==> config.mk <==
export PLATFORM = sky130hd
export DESIGN_NAME = reload_toggle_timer
export DESIGN_NICKNAME = d
export VERILOG_FILES = /design/src/rtl/rtt_pkg.sv /design/src/rtl/rtt_reload_reg.sv /design/src/rtl/rtt_downcnt.sv /design/src/rtl/rtt_toggle.sv /design/src/rtl/rtt_pend_irq.sv /design/src/rtl/reload_toggle_timer.sv
export SDC_FILE = /design/constraint.sdc
export NUM_CORES = 1
export LEC_CHECK = 0
export BUFFER_PORTS_ARGS = -buffer_cell sky130_fd_sc_hd__buf_2
export CAP_MARGIN = 5
export CORE_ASPECT_RATIO = 0.8
export CORE_MARGIN = 1.5
export CORE_UTILIZATION = 51
export DETAILED_ROUTE_END_ITERATION = 6
export PLACE_DENSITY = 0.75
export SYNTH_ARGS = -nofsm -noshare
export SYNTH_HDL_FRONTEND = slang
export SYNTH_HIERARCHICAL = 1
export SYNTH_SLANG_ARGS = --single-unit
==> constraint.sdc <==
create_clock -name clk -period 1.9 [get_ports clk]
set_input_delay 0 -clock clk [delete_from_list [all_inputs] [get_ports clk]]
set_output_delay 0 -clock clk [all_outputs]
set_load 0.005 [all_outputs]
==> src/rtl/rtt_pkg.sv <==
package rtt_pkg;

   // Single-cycle events passed between the timer stages.
   typedef struct packed {
      logic uflow;   // tick while the count is zero
      logic rise;    // wave_out going from 0 to 1 at this edge
   } rtt_evt_t;

   localparam int unsigned RTT_MIN_W = 2;
   localparam int unsigned RTT_MAX_W = 32;

endpackage

==> src/rtl/rtt_reload_reg.sv <==
module rtt_reload_reg #(
   parameter int unsigned   CNT_W   = 16,
   parameter logic [CNT_W-1:0] RST_VAL = {CNT_W{1'b1}}
) (
   input  logic             clk,
   input  logic             rst_n,
   input  logic             we,
   input  logic [CNT_W-1:0] wdata,
   output logic [CNT_W-1:0] value
);

   logic [CNT_W-1:0] value_q;

   always_ff @(posedge clk or negedge rst_n) begin
      if (!rst_n) begin
         value_q <= RST_VAL;
      end else if (we) begin
         value_q <= wdata;
      end
   end

   assign value = value_q;

   // a write lands one edge later; without a write the value holds
   assert_reload_write_R4: assert property (@(posedge clk) disable iff (!rst_n)
      we |=> value_q == $past(wdata));
   assert_reload_hold_R4: assert property (@(posedge clk) disable iff (!rst_n)
      !we |=> $stable(value_q));

endmodule

==> src/rtl/rtt_downcnt.sv <==
module rtt_downcnt #(
   parameter int unsigned CNT_W = 16
) (
   input  logic             clk,
   input  logic             rst_n,
   input  logic             tick,
   input  logic [CNT_W-1:0] rld_val,
   output logic             uflow
);

   localparam logic [CNT_W-1:0] CNT_ZERO = '0;
   localparam logic [CNT_W-1:0] CNT_ONE  = CNT_W'(1);
   localparam logic [CNT_W-1:0] CNT_RST  = '1;

   logic [CNT_W-1:0] cnt_q;
   logic [CNT_W-1:0] cnt_d;
   logic             at_zero;

   assign at_zero = (cnt_q == CNT_ZERO);
   assign uflow   = tick && at_zero;

   always_comb begin
      cnt_d = cnt_q;
      if (tick) begin
         if (at_zero) begin
            cnt_d = rld_val;
         end else begin
            cnt_d = cnt_q - CNT_ONE;
         end
      end
   end

   always_ff @(posedge clk or negedge rst_n) begin
      if (!rst_n) begin
         cnt_q <= CNT_RST;
      end else begin
         cnt_q <= cnt_d;
      end
   end

   // no tick, no movement; a tick on a nonzero count steps down by one
   assert_idle_hold_R2: assert property (@(posedge clk) disable iff (!rst_n)
      !tick |=> $stable(cnt_q));
   assert_step_down_R2: assert property (@(posedge clk) disable iff (!rst_n)
      (tick && cnt_q != CNT_ZERO) |=> cnt_q == $past(cnt_q) - CNT_ONE);
   // an underflow loads whatever the reload register held at that edge
   assert_reload_on_uflow_R3: assert property (@(posedge clk) disable iff (!rst_n)
      (tick && cnt_q == CNT_ZERO) |=> cnt_q == $past(rld_val));

endmodule

==> src/rtl/rtt_toggle.sv <==
module rtt_toggle (
   input  logic clk,
   input  logic rst_n,
   input  logic uflow,
   input  logic out_en,
   output logic wave,
   output logic rise
);

   logic wave_q;
   logic flip;

   assign flip = uflow && out_en;
   assign rise = flip && !wave_q;

   always_ff @(posedge clk or negedge rst_n) begin
      if (!rst_n) begin
         wave_q <= 1'b0;
      end else if (flip) begin
         wave_q <= !wave_q;
      end
   end

   assign wave = wave_q;

   // the pin moves only on an enabled underflow, and then always moves
   assert_wave_frozen_R5: assert property (@(posedge clk) disable iff (!rst_n)
      !(uflow && out_en) |=> $stable(wave_q));
   assert_wave_flips_R5: assert property (@(posedge clk) disable iff (!rst_n)
      (uflow && out_en) |=> wave_q != $past(wave_q));

endmodule

==> src/rtl/rtt_pend_irq.sv <==
module rtt_pend_irq #(
   parameter bit IRQ_REG = 1'b0
) (
   input  logic clk,
   input  logic rst_n,
   input  logic rise,
   input  logic clr,
   input  logic irq_en,
   output logic irq
);

   logic pend_q;

   always_ff @(posedge clk or negedge rst_n) begin
      if (!rst_n) begin
         pend_q <= 1'b0;
      end else if (rise) begin
         pend_q <= 1'b1;
      end else if (clr) begin
         pend_q <= 1'b0;
      end
   end

   generate
      if (IRQ_REG) begin : g_irq_flop
         logic irq_q;
         always_ff @(posedge clk or negedge rst_n) begin
            if (!rst_n) begin
               irq_q <= 1'b0;
            end else begin
               irq_q <= pend_q && irq_en;
            end
         end
         assign irq = irq_q;
      end else begin : g_irq_comb
         assign irq = pend_q && irq_en;
      end
   endgenerate

   // a rising toggle always leaves the flag set; nothing else sets it
   assert_pend_on_rise_R7: assert property (@(posedge clk) disable iff (!rst_n)
      rise |=> pend_q);
   assert_pend_only_rise_R7: assert property (@(posedge clk) disable iff (!rst_n)
      !rise |=> !$rose(pend_q));
   // sticky until a clear strobe arrives
   assert_pend_sticky_R9: assert property (@(posedge clk) disable iff (!rst_n)
      (pend_q && !clr) |=> pend_q);
   assert_pend_cleared_R9: assert property (@(posedge clk) disable iff (!rst_n)
      (clr && !rise) |=> !pend_q);

endmodule

==> src/rtl/reload_toggle_timer.sv <==
module reload_toggle_timer
   import rtt_pkg::*;
#(
   parameter int unsigned      CNT_W      = 16,
   parameter logic [CNT_W-1:0] RELOAD_RST = {CNT_W{1'b1}},
   parameter bit               IRQ_REG    = 1'b0
) (
   input  logic             clk,
   input  logic             rst_n,
   input  logic             tick,
   input  logic             rld_we,
   input  logic [CNT_W-1:0] rld_wdata,
   input  logic             out_en,
   input  logic             irq_en,
   input  logic             pend_clr,
   output logic             wave_out,
   output logic             irq
);

   generate
      if (CNT_W < RTT_MIN_W || CNT_W > RTT_MAX_W) begin : g_bad_width
         $error("reload_toggle_timer: CNT_W out of supported range");
      end
   endgenerate

   logic [CNT_W-1:0] rld_val;
   rtt_evt_t         evt;

   rtt_reload_reg #(
      .CNT_W   (CNT_W),
      .RST_VAL (RELOAD_RST)
   ) u_rld (
      .clk   (clk),
      .rst_n (rst_n),
      .we    (rld_we),
      .wdata (rld_wdata),
      .value (rld_val)
   );

   rtt_downcnt #(
      .CNT_W (CNT_W)
   ) u_cnt (
      .clk     (clk),
      .rst_n   (rst_n),
      .tick    (tick),
      .rld_val (rld_val),
      .uflow   (evt.uflow)
   );

   rtt_toggle u_tgl (
      .clk    (clk),
      .rst_n  (rst_n),
      .uflow  (evt.uflow),
      .out_en (out_en),
      .wave   (wave_out),
      .rise   (evt.rise)
   );

   rtt_pend_irq #(
      .IRQ_REG (IRQ_REG)
   ) u_pend (
      .clk    (clk),
      .rst_n  (rst_n),
      .rise   (evt.rise),
      .clr    (pend_clr),
      .irq_en (irq_en),
      .irq    (irq)
   );

   // with the request unmasked, a fresh rising toggle is visible on irq
   generate
      if (!IRQ_REG) begin : g_irq_chk
         assert_irq_follows_R8: assert property (@(posedge clk) disable iff (!rst_n)
            ($rose(wave_out) && irq_en) |-> irq);
      end
   endgenerate

endmodule

-- After elaboration in Yosys (flattened, before gate mapping)
Cells that the tools add are included.
W data, S select, Z words.
- flip-flop bits (word level): 34
- input port bits: 23
- output and inout bits: 2
- word-level logic and storage cells: 15
- add/sub/neg operators: 1
- muxes and demuxes: 3
- reductions and logical operators: 7
- operators with widths (cell ; count):
    $logic_not A16 Y1 ; 1
    $mux W16 ; 1
    $sub A16 B1 Y16 const B ; 1
    $logic_and A1 B1 Y1 ; 4
    $mux W1 ; 2
    $reduce_bool A2 Y1 ; 1
    $logic_not A1 Y1 ; 1

-- Depth between registers and ports, before layout
- word-level depth: 5
- mapped depth: 9
- mapped depth without buffers: 9

-- By module
Netlist, hierarchy kept.
- by module, submodules not included (module ; times used ; cells an instance ; area an instance (um^2) ; seq. area each (um^2)):
    rtt_downcnt ; 1 ; 117 ; 1029.7 ; 420.4
    rtt_reload_reg ; 1 ; 34 ; 669.4 ; 420.4
    rtt_pend_irq ; 1 ; 4 ; 42.5 ; 25.0
    rtt_toggle ; 1 ; 4 ; 41.3 ; 25.0

-- Least setup slack after synthesis
OpenSTA, ideal clock, no wires.
- kind: register to register
- start point: register u_cnt.cnt_q[0]
- end point: register u_cnt.cnt_q[4]
- setup time: 0.072 ns
- arrival time: 1.932 ns
- data required time: 1.828 ns
- path slack: -0.104 ns
- stages on the path, launching flop included: 8
- buffers on the path: 1
- clock period less this slack: 2.004 ns
- cell sequence: dfstp_2 inv_1 ha_1 or4b_1 or4_4 buf_6 mux2i_1 o21ai_1
- longest elaborated chain between the ends: 2
- elaborated cells between the ends (all ways): 3
- those cells by class: add/sub (1); mux (1); reduce/logical (1)
- ends and longest elaborated chain (what ; RTL line ; text):
    from (decl) ; rtt_downcnt.sv:15 ; logic [CNT_W-1:0] cnt_q;
    from (signal assigned) ; rtt_downcnt.sv:37 ; cnt_q <= cnt_d;
    $sub A16 B1 Y16 / $logic_not A16 Y1 (equally long branches) ; rtt_downcnt.sv:28, rtt_downcnt.sv:19 ;
    $mux W16 (*) ; rtt_downcnt.sv:25 ; if (at_zero) begin
Every way passes the cells marked *; elsewhere a longest branch is shown, timed or not.
A chain may end at the register's enable or synchronous reset.

-- Worst setup path in the final report
Ends and elaborated chain as after synthesis.

==> flow_summary.toml <==
[cells_and_area]
syn2layout_area_growth_pct = 36.4
regArea_sq_um = 891
antenna-diode-count = 0
multiInputGateArea_sq_um = 868
fillers = 227
drive_above_1_share_pct = 54.9
final_util_pct = 76.0
fin_nets = 249

[power]
power_density_nw_per_um2 = 1200
leakage_uw = 0.00106
vdd_drop_max_mv = 0.607
finalPower_uw = 2920

[timing]
setup_viol = 6
post-route-min-period_ps = 1980
max_freq_mhz = 505
fin_ws_ps = -78.5
period_share_pct = 104
max_slew_margin_pct = 51.0
worstMarginPinSlew_ps = 735
drv_slew = 0
tns_ps = -236
hold_viol = 0
rsz0062_at_grt = "yes"
clock_skew_ps = 1.91

[yosys]
synth_area_leaders = "dfstp_2 (47%), mux2_4 (8.4%), nor2_1 (4.0%)"
synth.top_cell.area_share_pct = 47.2
synth_flop_cell = "dfstp_2"
synthCells = 159
yosysWarnings = 6
synth_seq_cells = 34
synthMuxAreaShare_pct = 12.8
synth_nets = 184
synth_common_cells = "dfstp_2 (32), nor2_1 (19), mux2_4 (10)"
avgSynthCellArea_sq_um = 11.2
seq_area_frac_synth_pct = 50.0
synthAdderAreaFrac_pct = 1.40
async_flop_share_pct = 100
synth-simple-area-share_pct = 17.9
synth-compound-area-share_pct = 12.4
yosysUniqueCellTypes = 43
synthXorXnorAreaFrac_pct = 0.491
synth_top_family_by_area = "simple AND/OR/NAND/NOR gates"
synth_largest_area_cell = "dfstp_2"
syn_area_sq_um = 1780
synthMostInstantiatedCell = "dfstp_2"
synth_edf_count = 0

[clock_network]
clock-sinks = 34
cts_buffers = 5
root_buffer = "clkbuf_8"
path_clk_slew_ps = 60
cts_buffer_depth = 2
cts_tree = "done"
htreeDepth = 2
clk_latency_ps = 280

[global_route]
overflow = 0
grt_antenna_before_repair = 0
grt_pass1_vias = 1489
grt_usage_pct = 22.4
grt_start_max_net_pins = 35
grt_pass1_wl_mm = 6.81

[die]
ioPinCount = 25
die_h_um = 55.9
row_count = 18
die_area_sq_um = 3860
initial_core_util_pct = 55.8
core_area_sq_um = 3200
chipWidth_um = 69.1

[route]
drc_errors = 0
totalWireLength_mm = 4.20
ant_nets = 0
drt_first_iter_violations = 110
first_pass_iters = 4
wl_per_cell_um = 15.9
vias = 1468
vias_per_cell = 5.56

[setup_path]
required_ps = 2110
crit_arrival_ps = 2190
crit_type = "reg -> reg"
endpoint_kind = "register"
worstPathMaxFanout = 8
worstSetupStartpointType = "register"

[place]
dp_hpwl_mm = 2.70
port_buffers = 24
gp_congestion = 0.933

[min_path]
min_path_type = "in -> reg"

[job]
cap_violations = 0

[status]
violations = "setup timing"
status = "complete, but fails checks"
-- cell type report --
class | count | area share (%)
clock buffer | 6 | 3.40
multi-input combinational | 112 | 35.7
inverter | 6 | 1.08
sequential | 34 | 36.6
clock inverter | 1 | 1.24
tap | 40 | 2.06
timing repair buffer | 65 | 19.9
-- metrics by stage --
stage	hold WS, ps	instances	setup slack (ps)	cell area, sq um
floorplan	-296	159	-101	1790
global placement	90.0	234	-21.3	2030
detailed placement	97.8	234	-112	2030
CTS	0.902	261	-84.9	2370
global route	116	264	-108	2430
finish	110	264	-78.5	2430
-- routing by layer --
metal  track usage [%]  vias to the layer above  share of wire, %  wire (um)
met5                 0                        -                 0          0
met4              5.60                        0              0.88         37
met3              8.15                        8               5.3        222
met2              36.8                       48                47       1990
met1              28.2                      706                46       1950
li1                  -                      706                 -          -
-- power by group --
| part | total (uW) | internal [uW] | switching, uW | leakage (uW) |
|---|---|---|---|---|
| combinational | 969 | 528 | 441 | 0.000641 |
| clock | 667 | 419 | 248 | 0.0000573 |
| sequential | 1290 | 1050 | 235 | 0.000363 |
| total | 2920 | 2000 | 924 | 0.00106 |
-- layout by cell type, fill, tap and decap left out, types with 3 or more instances in the layout --
cell	n
dlygate4sd3_1	19
nand2_1	9
buf_2	24
mux2_2	6
clkbuf_8	6
a21oi_2	4
o21ai_1	7
a21oi_1	7
nor2_1	19
inv_1	3
dfstp_2	32
a211oi_1	4
or4_4	3
nor3_1	8
buf_4	20
mux2_4	10
-- worst max-delay path, cell delays in order, from the launching register on --
cell	delay, ps
dfstp_2	390
inv_4	70
ha_4	130
or4b_4	470
or4_4	520
mux2i_1	150
o21ai_1	170
-- kinds of logic (layout without fill, tap and decap cells) --
kind of cell / count (synthesis) / count (layout)
flops: 34 / 34
mux: 17 / 17
fa+ha+maj: 2 / 2
xor+xnor: 1 / 1
buf+inv: 13 / 78
simple gates: 58 / 58
compound gates: 34 / 34
-- repair_timing --
item,in CTS,in global routing
gates resized for setup,8,12
buffers inserted,2,1
cloned,0,1
endpoints found under the setup margin,16,18
endpoints found under the hold margin,19,1
hold buffers,18,1
pin swaps,3,1
-- flip-flops by register name, indices dropped and copies added, names as in the netlist --
signal and cells:
u_cnt/cnt_q 16, u_rld/value 16, u_pend/pend_q 1, u_tgl/wave 1
-- worst paths after layout --
| path | depth (start not counted) | slack, ps | to | start |
|---|---|---|---|---|
| max | 6 | -80 | u_cnt/cnt_q[4] | u_cnt/cnt_q[0] |
| min | 3 | 110 | u_cnt/cnt_q[7] | tick |
| max reg2reg | 6 | -80 | u_cnt/cnt_q[4] | u_cnt/cnt_q[0] |
| min reg2reg | 1 | 480 | u_pend/pend_q | u_pend/pend_q |
| max in group asynchronous | 2 | 1120 | u_pend/pend_q | rst_n |
| min in group asynchronous | 2 | 320 | u_tgl/wave | rst_n |
(Power assumes the default switching activity.)
